### config.mk
export PLATFORM = sky130hd
export DESIGN_NAME = burst_col_seq
export DESIGN_NICKNAME = d
export VERILOG_FILES = /design/src/rtl/burst_col_pkg.sv /design/src/rtl/burst_mode_dec.sv /design/src/rtl/burst_beat_ctr.sv /design/src/rtl/burst_col_calc.sv /design/src/rtl/burst_col_seq.sv
export SDC_FILE = /design/constraint.sdc
export NUM_CORES = 1
export LEC_CHECK = 0
export BUFFER_PORTS_ARGS = -buffer_cell sky130_fd_sc_hd__buf_2
export CORE_ASPECT_RATIO = 1.2
export CORE_MARGIN = 3
export CORE_UTILIZATION = 57
export DETAILED_ROUTE_END_ITERATION = 16
export HOLD_SLACK_MARGIN = 0.02
export PLACE_DENSITY = 0.88
export SYNTH_ARGS = -nofsm -noshare
export SYNTH_HDL_FRONTEND = slang
export SYNTH_HIERARCHICAL = 1
export SYNTH_SLANG_ARGS = --single-unit
export TNS_END_PERCENT = 10
### constraint.sdc
create_clock -name clk -period 3.4 [get_ports clk]
set_input_delay 0.85 -clock clk [delete_from_list [all_inputs] [get_ports clk]]
set_output_delay 0.85 -clock clk [all_outputs]
set_load 0.05 [all_outputs]
### src/rtl/burst_col_pkg.sv
package burst_col_pkg;
  localparam int LEN_CODE_W = 3;

  typedef enum logic [LEN_CODE_W-1:0] {
    BLEN_ONE   = 3'd0,
    BLEN_TWO   = 3'd1,
    BLEN_FOUR  = 3'd2,
    BLEN_EIGHT = 3'd3,
    BLEN_PAGE  = 3'd7
  } blen_e;
endpackage

### src/rtl/burst_mode_dec.sv
module burst_mode_dec
  import burst_col_pkg::*;
#(
  parameter int COL_W = 8
) (
  input  logic [LEN_CODE_W-1:0] len_code_i,
  input  logic                  ilv_i,
  output logic [COL_W-1:0]      mask_o,
  output logic                  ilv_o,
  output logic                  full_o
);
  // low-bit mask of a fixed burst; all ones for a full page
  function automatic logic [COL_W-1:0] len_mask(input logic [LEN_CODE_W-1:0] code,
                                                input logic ilv);
    logic [COL_W-1:0] m;
    case (code)
      BLEN_TWO:   m = COL_W'(1);
      BLEN_FOUR:  m = COL_W'(3);
      BLEN_EIGHT: m = COL_W'(7);
      BLEN_PAGE:  m = ilv ? '0 : '1;
      default:    m = '0;
    endcase
    return m;
  endfunction

  always_comb begin
    mask_o = len_mask(len_code_i, ilv_i);
    full_o = (len_code_i == BLEN_PAGE) && !ilv_i;
    ilv_o  = ilv_i && (mask_o != '0);
  end
endmodule

### src/rtl/burst_beat_ctr.sv
module burst_beat_ctr #(
  parameter int COL_W = 8
) (
  input  logic             clk,
  input  logic             rst_n,
  input  logic             start_i,
  input  logic             stop_i,
  input  logic [COL_W-1:0] start_col_i,
  input  logic [COL_W-1:0] mask_i,
  input  logic             ilv_i,
  input  logic             full_i,
  output logic             active_o,
  output logic [COL_W-1:0] cnt_o,
  output logic [COL_W-1:0] base_o,
  output logic [COL_W-1:0] mask_o,
  output logic             ilv_o,
  output logic             full_o,
  output logic             last_o
);
  logic             active_q;
  logic [COL_W-1:0] cnt_q, base_q, mask_q;
  logic             ilv_q, full_q;
  logic             end_beat;

  assign end_beat = active_q && !full_q && (cnt_q == mask_q);

  always_ff @(posedge clk) begin
    if (!rst_n) begin
      active_q <= 1'b0;
      cnt_q    <= '0;
      base_q   <= '0;
      mask_q   <= '0;
      ilv_q    <= 1'b0;
      full_q   <= 1'b0;
    end else if (start_i) begin
      active_q <= 1'b1;
      cnt_q    <= '0;
      base_q   <= start_col_i;
      mask_q   <= mask_i;
      ilv_q    <= ilv_i;
      full_q   <= full_i;
    end else if (active_q) begin
      if (stop_i || end_beat) begin
        active_q <= 1'b0;
      end else begin
        cnt_q <= cnt_q + COL_W'(1);
      end
    end
  end

  assign active_o = active_q;
  assign cnt_o    = cnt_q;
  assign base_o   = base_q;
  assign mask_o   = mask_q;
  assign ilv_o    = ilv_q;
  assign full_o   = full_q;
  assign last_o   = end_beat;

  assert_start_loads_R2: assert property (@(posedge clk) disable iff (!rst_n)
    start_i |=> (active_q && cnt_q == '0));
  assert_start_wins_R9: assert property (@(posedge clk) disable iff (!rst_n)
    (start_i && stop_i) |=> active_q);
  assert_stop_ends_R8: assert property (@(posedge clk) disable iff (!rst_n)
    (active_q && stop_i && !start_i) |=> !active_q);
  assert_end_drops_R6: assert property (@(posedge clk) disable iff (!rst_n)
    (end_beat && !start_i) |=> !active_q);
  assert_step_one_R4: assert property (@(posedge clk) disable iff (!rst_n)
    (active_q && !start_i && !stop_i && !end_beat) |=> (cnt_q == $past(cnt_q) + COL_W'(1)));
endmodule

### src/rtl/burst_col_calc.sv
module burst_col_calc #(
  parameter int COL_W = 8
) (
  input  logic [COL_W-1:0] base_i,
  input  logic [COL_W-1:0] cnt_i,
  input  logic [COL_W-1:0] mask_i,
  input  logic             ilv_i,
  output logic [COL_W-1:0] col_o
);
  function automatic logic [COL_W-1:0] seq_col(input logic [COL_W-1:0] b,
                                               input logic [COL_W-1:0] k,
                                               input logic [COL_W-1:0] m);
    return (b & ~m) | ((b + k) & m);
  endfunction

  function automatic logic [COL_W-1:0] ilv_col(input logic [COL_W-1:0] b,
                                               input logic [COL_W-1:0] k,
                                               input logic [COL_W-1:0] m);
    return (b & ~m) | ((b ^ k) & m);
  endfunction

  assign col_o = ilv_i ? ilv_col(base_i, cnt_i, mask_i)
                       : seq_col(base_i, cnt_i, mask_i);
endmodule

### src/rtl/burst_col_seq.sv
module burst_col_seq
  import burst_col_pkg::*;
#(
  parameter int COL_W = 8
) (
  input  logic                  clk,
  input  logic                  rst_n,
  input  logic                  start_i,
  input  logic [COL_W-1:0]      start_col_i,
  input  logic                  stop_i,
  input  logic [LEN_CODE_W-1:0] len_code_i,
  input  logic                  ilv_i,
  output logic [COL_W-1:0]      col_o,
  output logic                  beat_vld_o,
  output logic                  last_o
);
  logic [COL_W-1:0] dec_mask;
  logic             dec_ilv, dec_full;
  logic             act;
  logic [COL_W-1:0] cnt, base, mask;
  logic             ilv_q, full_q, end_beat;
  logic [COL_W-1:0] col_raw;

  burst_mode_dec #(.COL_W(COL_W)) u_dec (
    .len_code_i (len_code_i),
    .ilv_i      (ilv_i),
    .mask_o     (dec_mask),
    .ilv_o      (dec_ilv),
    .full_o     (dec_full)
  );

  burst_beat_ctr #(.COL_W(COL_W)) u_ctr (
    .clk         (clk),
    .rst_n       (rst_n),
    .start_i     (start_i),
    .stop_i      (stop_i),
    .start_col_i (start_col_i),
    .mask_i      (dec_mask),
    .ilv_i       (dec_ilv),
    .full_i      (dec_full),
    .active_o    (act),
    .cnt_o       (cnt),
    .base_o      (base),
    .mask_o      (mask),
    .ilv_o       (ilv_q),
    .full_o      (full_q),
    .last_o      (end_beat)
  );

  burst_col_calc #(.COL_W(COL_W)) u_calc (
    .base_i (base),
    .cnt_i  (cnt),
    .mask_i (mask),
    .ilv_i  (ilv_q),
    .col_o  (col_raw)
  );

  assign col_o      = act ? col_raw : '0;
  assign beat_vld_o = act;
  assign last_o     = end_beat;

  assert_page_no_last_R7: assert property (@(posedge clk) disable iff (!rst_n)
    (beat_vld_o && full_q) |-> !last_o);
  assert_last_needs_vld_R6: assert property (@(posedge clk) disable iff (!rst_n)
    last_o |-> beat_vld_o);
  assert_upper_fixed_R4: assert property (@(posedge clk) disable iff (!rst_n)
    (beat_vld_o && !full_q && !$past(start_i) && $past(beat_vld_o))
      |-> ((col_o & ~mask) == ($past(col_o) & ~mask)));
  assert_idle_zero_R1: assert property (@(posedge clk) disable iff (!rst_n)
    !beat_vld_o |-> (col_o == '0 && !last_o));
endmodule

==> flow_metrics.env, run 1 <==
export IMPL_io_buffers=25
export IMPL_fillers=222
export IMPL_clk_latency_ps=320
export IMPL_rsz0062_at_grt="yes"
export IMPL_drt_iter0_drc=63
export IMPL_required_ps=2550
export IMPL_sequential_cell_area_um2=558
export IMPL_slew_viol_final=0
export IMPL_swShare_pct=29.5
export IMPL_grt_max_degree=22
export IMPL_cts_tree="yes"
export IMPL_slowest_stage="dfxtp_4"
export IMPL_dieArea_mm2=0.00389
export IMPL_hold_viol_final=0
export IMPL_cp_cell_sequence="ha_4, inv_1, fa_2, or2b_1, a211oi_2, a31oi_1, xnor2_1, mux2_2, and2_4, buf_6"
export IMPL_gp_congestion=0.873
export IMPL_power_internal_mw=0.422
export IMPL_n_antenna_cell=0
export IMPL_period_minus_slack_ps=3440
export IMPL_total_power_mw=0.598
export IMPL_firstDrtPassIters=4
export IMPL_final_util_pct=71.0
export IMPL_grt_pass1_wl_um=6820
export IMPL_ys_seq_elements=27
export IMPL_syn_area_per_cell_um2=8.70
export IMPL_status="finished with violations"
export IMPL_grt_remaining_overflow=0
export IMPL_slew_limit_headroom_pct=59.2
export IMPL_crit_fanout=3
export IMPL_core_area_mm2=0.00292
export IMPL_worstSetupEndpointType="primary output"
export IMPL_synthCells=208
export IMPL_yosysSeqAreaShare_pct=29.9
export IMPL_yosys_warnings=6
export IMPL_clock_path_buffers=2
export IMPL_hp_class="reg2reg"
export IMPL_via_per_inst=5.86
export IMPL_synth_fp_nets=233
export IMPL_layout_drive_gt1_share_pct=27.7
export IMPL_holdWs_ps=541
export IMPL_synth_top_area_share_pct=29.9
export IMPL_io_pin_count=26
export IMPL_cts_max_level=1
export IMPL_vdd_ir_drop_max_mv=0.274
export IMPL_synth_area_leaders="dfxtp_1 (30%), mux2i_1 (11%), nor2b_1 (7.3%)"
export IMPL_crit_path_start_kind="flip-flop"
export IMPL_cp_slowest_stage_delay_ps=400
export IMPL_power_density_mw_per_mm2=289
export IMPL_ys_async_sr_fraction_pct=0
export IMPL_finalSetupViolCount=2
export IMPL_setup_ws_ps=-41.1
export IMPL_clock_fmax_ghz=0.291
export IMPL_drc_errors=0
export IMPL_pre_cts_slack_ps=52.2
export IMPL_fin_skew_ps=3.24
export IMPL_cp_data_arrival_time_ps=2590
export IMPL_vias=1553
export IMPL_synth_main_ff_cell="dfxtp_1"
export IMPL_hpwl_um=2830
export IMPL_max_cap_violations=0
export IMPL_failed_checks="setup timing"
export IMPL_die_h_um=67.7
export IMPL_synth_edf_count=0
export IMPL_synthesis_area_mm2=0.00181
export IMPL_wl_per_cell_um=16.4
export IMPL_fin_crit_sh_pct=101
export IMPL_rows=21
export IMPL_synth_area_leader_cell="dfxtp_1"
export IMPL_die_w_um=57.4
export IMPL_power_frac_comb_pct=20.5
export IMPL_crit_family="adder cells"
export IMPL_tightest_slew_ps=612
export IMPL_p_clk_share_pct=23.4
export IMPL_routed_wl_um=4340
export IMPL_multi_input_area_mm2=0.00124
export IMPL_ant_nets=0
export IMPL_grt_pass1_vias=1502
export IMPL_leakagePower_nw=0.908
export IMPL_grt_use_total_pct=22.6
export IMPL_initial_utilization_pct=62.0
export IMPL_layout_nets=257
export IMPL_criticalPathCategory="reg2out"
export IMPL_cts_buffers_inserted=3
export IMPL_synth_cell_types=49
export IMPL_cts_root_buf="clkbuf_4"
export IMPL_critical_path_buf_inv_count=2
export IMPL_path_clk_slew_ps=140
export IMPL_power_switching_mw=0.177
export IMPL_seqPwrFrac_pct=56.1
export IMPL_area_growth_syn_to_layout_pct=14.5
export IMPL_tns_ps=-43.6
export IMPL_antenna_found_initial=0
export IMPL_cts_sinks=27
==> cell type report <==
| class | count | share of cell area, % |
|---|---|---|
| Multi-Input combinational cell | 165 | 60.1 |
| Sequential cell | 27 | 26.9 |
| Timing Repair Buffer | 31 | 8.94 |
| Tap cell | 34 | 2.05 |
| Clock buffer | 4 | 1.27 |
| Inverter | 4 | 0.725 |
==> metrics by stage <==
stage,area (µm²),std cells
2_1_floorplan,1810,208
3_3_place_gp,1930,259
3_5_place_dp,1930,259
4_1_cts,2060,265
5_1_grt,2070,265
6_report,2070,265
==> layout by cell type, fill, tap and decap left out, types with 3 or more instances in the layout <==
| cell | count |
|---|---|
| o21ai_0 | 4 |
| and2_1 | 7 |
| nor3b_1 | 3 |
| a31o_2 | 3 |
| buf_2 | 22 |
| dfxtp_1 | 21 |
| mux2i_1 | 20 |
| nor2_1 | 17 |
| inv_1 | 4 |
| nand2_1 | 16 |
| clkbuf_4 | 3 |
| dfxtp_4 | 4 |
| xnor2_1 | 5 |
| buf_4 | 7 |
| ha_1 | 4 |
| nor2b_1 | 21 |
| a31oi_1 | 3 |
| xor2_1 | 8 |
| ha_4 | 4 |
| a21oi_1 | 11 |
==> routing by layer <==
metal	share of wire (%)	GRT usage [%]	up-vias
met5	0	0	-
met4	2.0	9.86	0
met3	4.6	2.68	10
met2	50	39.3	53
met1	43	27.9	720
li1	-	-	770
==> synthesized netlist by cell type (2+ instances only) <==
cell type and n:
dfxtp_1 27, nor2b_1 21, mux2i_1 20, nor2_1 17
nand2_1 16, a21oi_1 12, and2_1 8, ha_1 8
xor2_1 8, buf_4 6, xnor2_1 5, inv_1 4
o21ai_0 4, a31o_2 3, a31oi_1 3, nor3b_1 3
a211oi_1 2, and3_2 2, buf_2 2, clkbuf_1 2
mux2_2 2, nand2b_1 2, nor3_1 2, o21a_1 2
o21ai_1 2, o21bai_1 2
==> power groups by stage <==
stage,clock network [mW],registers (mW),logic [mW]
6_report,0.140,0.336,0.123
5_1_grt,0.155,0.337,0.132
3_5_place_dp,0,0.343,0.114
3_3_place_gp,0,0.343,0.111
4_1_cts,0.146,0.336,0.119
2_1_floorplan,0,0.344,0.0830
==> worst min-delay path, delay by kind of cell, from the launching register on <==
family           cells  cell delay, ps
flip-flops           1             400
multiplexers         1              60
AND/OR/NAND/NOR      1              60
==> final timing paths <==
| path | startpoint | endpoint | slack [ps] | cells after the start |
|---|---|---|---|---|
| setup / recovery | u_ctr/base_o[0]$_SDFFE_PN0P_ | col_o[6] | -40 | 10 |
| hold / removal | u_ctr/cnt_o[1]$_SDFFE_PP0P_ | u_ctr/cnt_o[1]$_SDFFE_PP0P_ | 540 | 2 |
| setup reg to reg | u_ctr/cnt_o[2]$_SDFFE_PP0P_ | u_ctr/cnt_o[1]$_SDFFE_PP0P_ | 1450 | 6 |
| hold reg to reg | u_ctr/cnt_o[1]$_SDFFE_PP0P_ | u_ctr/cnt_o[1]$_SDFFE_PP0P_ | 540 | 2 |
==> cells by family after synthesis <==
kind of cell / synth area share, %
buf+inv: 5.19
simple gates: 25.7
flops: 29.9
xor+xnor: 6.29
mux: 12.3
fa+ha+maj: 6.64
compound gates: 14.0
==> sequential cells by signal (all words and copies together) (netlist names) <==
signal	cells
u_ctr/ilv_o	1
u_ctr/mask_o	8
u_ctr/active_o	1
u_ctr/full_o	1
u_ctr/base_o	8
u_ctr/cnt_o	8
==> timing repair <==
item | 4_1_cts | 5_1_grt
hold buffers | 0 | 0
pin swaps | 4 | 2
gates resized for setup | 22 | 4
endpoints found under the setup margin | 3 | 3
hold endpoints to repair | 0 | 0
buffers inserted | 2 | 0
No activity file was read; power rests on OpenSTA's default activity.
==> run 2, diff against run 1 <==
--- a/config.mk
+++ b/config.mk
@@ -12,6 +12,7 @@
 export DETAILED_ROUTE_END_ITERATION = 16
 export HOLD_SLACK_MARGIN = 0.02
 export PLACE_DENSITY = 0.88
+export SKIP_LAST_GASP = 1
 export SYNTH_ARGS = -nofsm -noshare
 export SYNTH_HDL_FRONTEND = slang
 export SYNTH_HIERARCHICAL = 1
==> flow_metrics.env, run 2 (same netlist as run 1, synthesis figures left out) <==
export IMPL_clock_fmax_ghz=0.289
export IMPL_total_power_mw=0.597
export IMPL_fin_crit_sh_pct=102
export IMPL_cts_root_buf="clkbuf_4"
export IMPL_power_density_mw_per_mm2=289
export IMPL_cts_sinks=27
export IMPL_hp_class="reg2reg"
export IMPL_grt_use_total_pct=22.4
export IMPL_layout_commonest_cell="buf_2"
export IMPL_io_buffers=25
export IMPL_slew_limit_headroom_pct=59.1
export IMPL_r2r_end="u_ctr/cnt_o[0]$_SDFFE_PP0P_"
export IMPL_worstSetupEndpointType="primary output"
export IMPL_timing_rr_start="u_ctr/cnt_o[0]$_SDFFE_PP0P_"
export IMPL_rows=21
export IMPL_tightest_slew_ps=614
export IMPL_fin_skew_ps=2.89
export IMPL_dieArea_mm2=0.00389
export IMPL_final_util_pct=70.7
export IMPL_cts_tree="yes"
export IMPL_cp_slowest_stage_delay_ps=390
export IMPL_routed_wl_um=4310
export IMPL_hold_path_depth=2
export IMPL_initial_utilization_pct=62.0
export IMPL_clk_latency_ps=320
export IMPL_r2r_setup_slack_ps=1440
export IMPL_cp_data_arrival_time_ps=2610
export IMPL_ant_nets=0
export IMPL_firstDrtPassIters=4
export IMPL_layout_drive_gt1_share_pct=27.3
export IMPL_core_area_mm2=0.00292
export IMPL_die_w_um=57.4
export IMPL_antenna_found_initial=0
export IMPL_status="finished with violations"
export IMPL_vdd_ir_drop_max_mv=0.273
export IMPL_cts_max_level=1
export IMPL_hold_end="u_ctr/cnt_o[1]$_SDFFE_PP0P_"
export IMPL_clock_path_buffers=2
export IMPL_drc_errors=0
export IMPL_required_ps=2550
export IMPL_period_minus_slack_ps=3460
export IMPL_setup_ws_ps=-64.0
export IMPL_area_growth_syn_to_layout_pct=14.0
export IMPL_hpwl_um=2830
export IMPL_grt_pass1_vias=1481
export IMPL_crit_fanout=3
export IMPL_holdWs_ps=542
export IMPL_hold_viol_final=0
export IMPL_grt_max_degree=22
export IMPL_final_cell_mix="buf_2 (23), nor2b_1 (21), dfxtp_1 (21)"
export IMPL_gp_congestion=0.873
export IMPL_r2r_cells=6
export IMPL_path_clk_slew_ps=140
export IMPL_finalSetupViolCount=2
export IMPL_grt_remaining_overflow=0
export IMPL_grt_pass1_wl_um=6770
export IMPL_cts_buffers_inserted=3
export IMPL_slew_viol_final=0
export IMPL_die_h_um=67.7
export IMPL_min_from="u_ctr/cnt_o[1]$_SDFFE_PP0P_"
export IMPL_leakagePower_nw=0.905
export IMPL_n_antenna_cell=0
export IMPL_io_pin_count=26
export IMPL_layout_nets=257
export IMPL_ctsHoldBuffers=0
export IMPL_via_per_inst=5.85
export IMPL_wl_per_cell_um=16.3
export IMPL_rsz0062_at_grt="yes"
export IMPL_crit_path_start_kind="flip-flop"
export IMPL_vias=1551
export IMPL_criticalPathCategory="reg2out"
export IMPL_failed_checks="setup timing"
export IMPL_slowest_stage="dfxtp_4"
export IMPL_drt_iter0_drc=67
export IMPL_max_cap_violations=0
export IMPL_cp_cell_sequence="ha_4, inv_1, fa_2, or2b_1, a211oi_2, a31oi_1, xnor2_1, mux2_2, and2_1, buf_6"
run 2: cell counts in the layout (fill, tap and decap cells not counted):
No cell type changed its count.
run 2: cell type report:
| cell class | count | area [µm²] |
|---|---|---|
| tap | 34 | 42.5 |
| multi-input combinational | 165 | 1240 |
| inverter | 4 | 15.0 |
| fill | 224 | 855 |
| timing repair buffer | 31 | 179 |
| clock buffer | 4 | 26.3 |
| sequential | 27 | 558 |
run 2: metal layers:
layer  global-route usage [%]  wire (µm)  share of wire [%]  vias up
met5                        0          0                  0        -
met4                     9.28         95                2.2        0
met3                     2.49        168                3.9       10
met2                     39.0       2170                 50       46
met1                     28.0       1870                 43      726
li1                         -          -                  -      769
run 2: worst max-delay path: cells and delay by family, from the launching register on:
family                     cells  cell delay [ps]
adders and majority gates      2              470
and+or+nand+nor                2              420
DFF                            1              390
AOI/OAI and AO/OA              2              390
muxes                          1              260
buffers and inverters          2              200
xor gates and xnor gates       1              150
run 2: stage by stage:
| step | cell area [µm²] | TNS, ps | setup WS, ps | cells |
|---|---|---|---|---|
| after floorplan | 1810 | 0 | 221 | 208 |
| after CTS | 2060 | -49.7 | -31.9 | 265 |
| after global placement | 1930 | 0 | 109 | 259 |
| after global routing | 2060 | -331 | -151 | 265 |
| after detailed placement | 1930 | 0 | 52.2 | 259 |
| final | 2060 | -74.5 | -64.0 | 265 |
run 2: timing repair:
item / 4_1_cts / 5_1_grt
setup endpoints to repair: 3 / 3
resized for setup: 20 / 2
pin swaps: 4 / 2
buffers inserted: 2 / 0
run 2: report_power, final:
group / internal (mW) / switching, mW
sequential: 0.324 / 0.0114
clock: 0.0459 / 0.0936
combinational: 0.0509 / 0.0707
run 2: worst max path at each step:
stage,end,cells after the start,from,slack [ps]
5_1_grt,col_o[6],10,u_ctr/base_o[0]$_SDFFE_PN0P_,-150
3_5_place_dp,col_o[6],10,u_ctr/cnt_o[0]$_SDFFE_PP0P_,50
3_3_place_gp,col_o[6],10,u_ctr/cnt_o[0]$_SDFFE_PP0P_,110
2_1_floorplan,col_o[6],9,u_ctr/cnt_o[0]$_SDFFE_PP0P_,220
4_1_cts,col_o[6],10,u_ctr/base_o[0]$_SDFFE_PN0P_,-30
6_report,col_o[6],10,u_ctr/base_o[0]$_SDFFE_PN0P_,-60
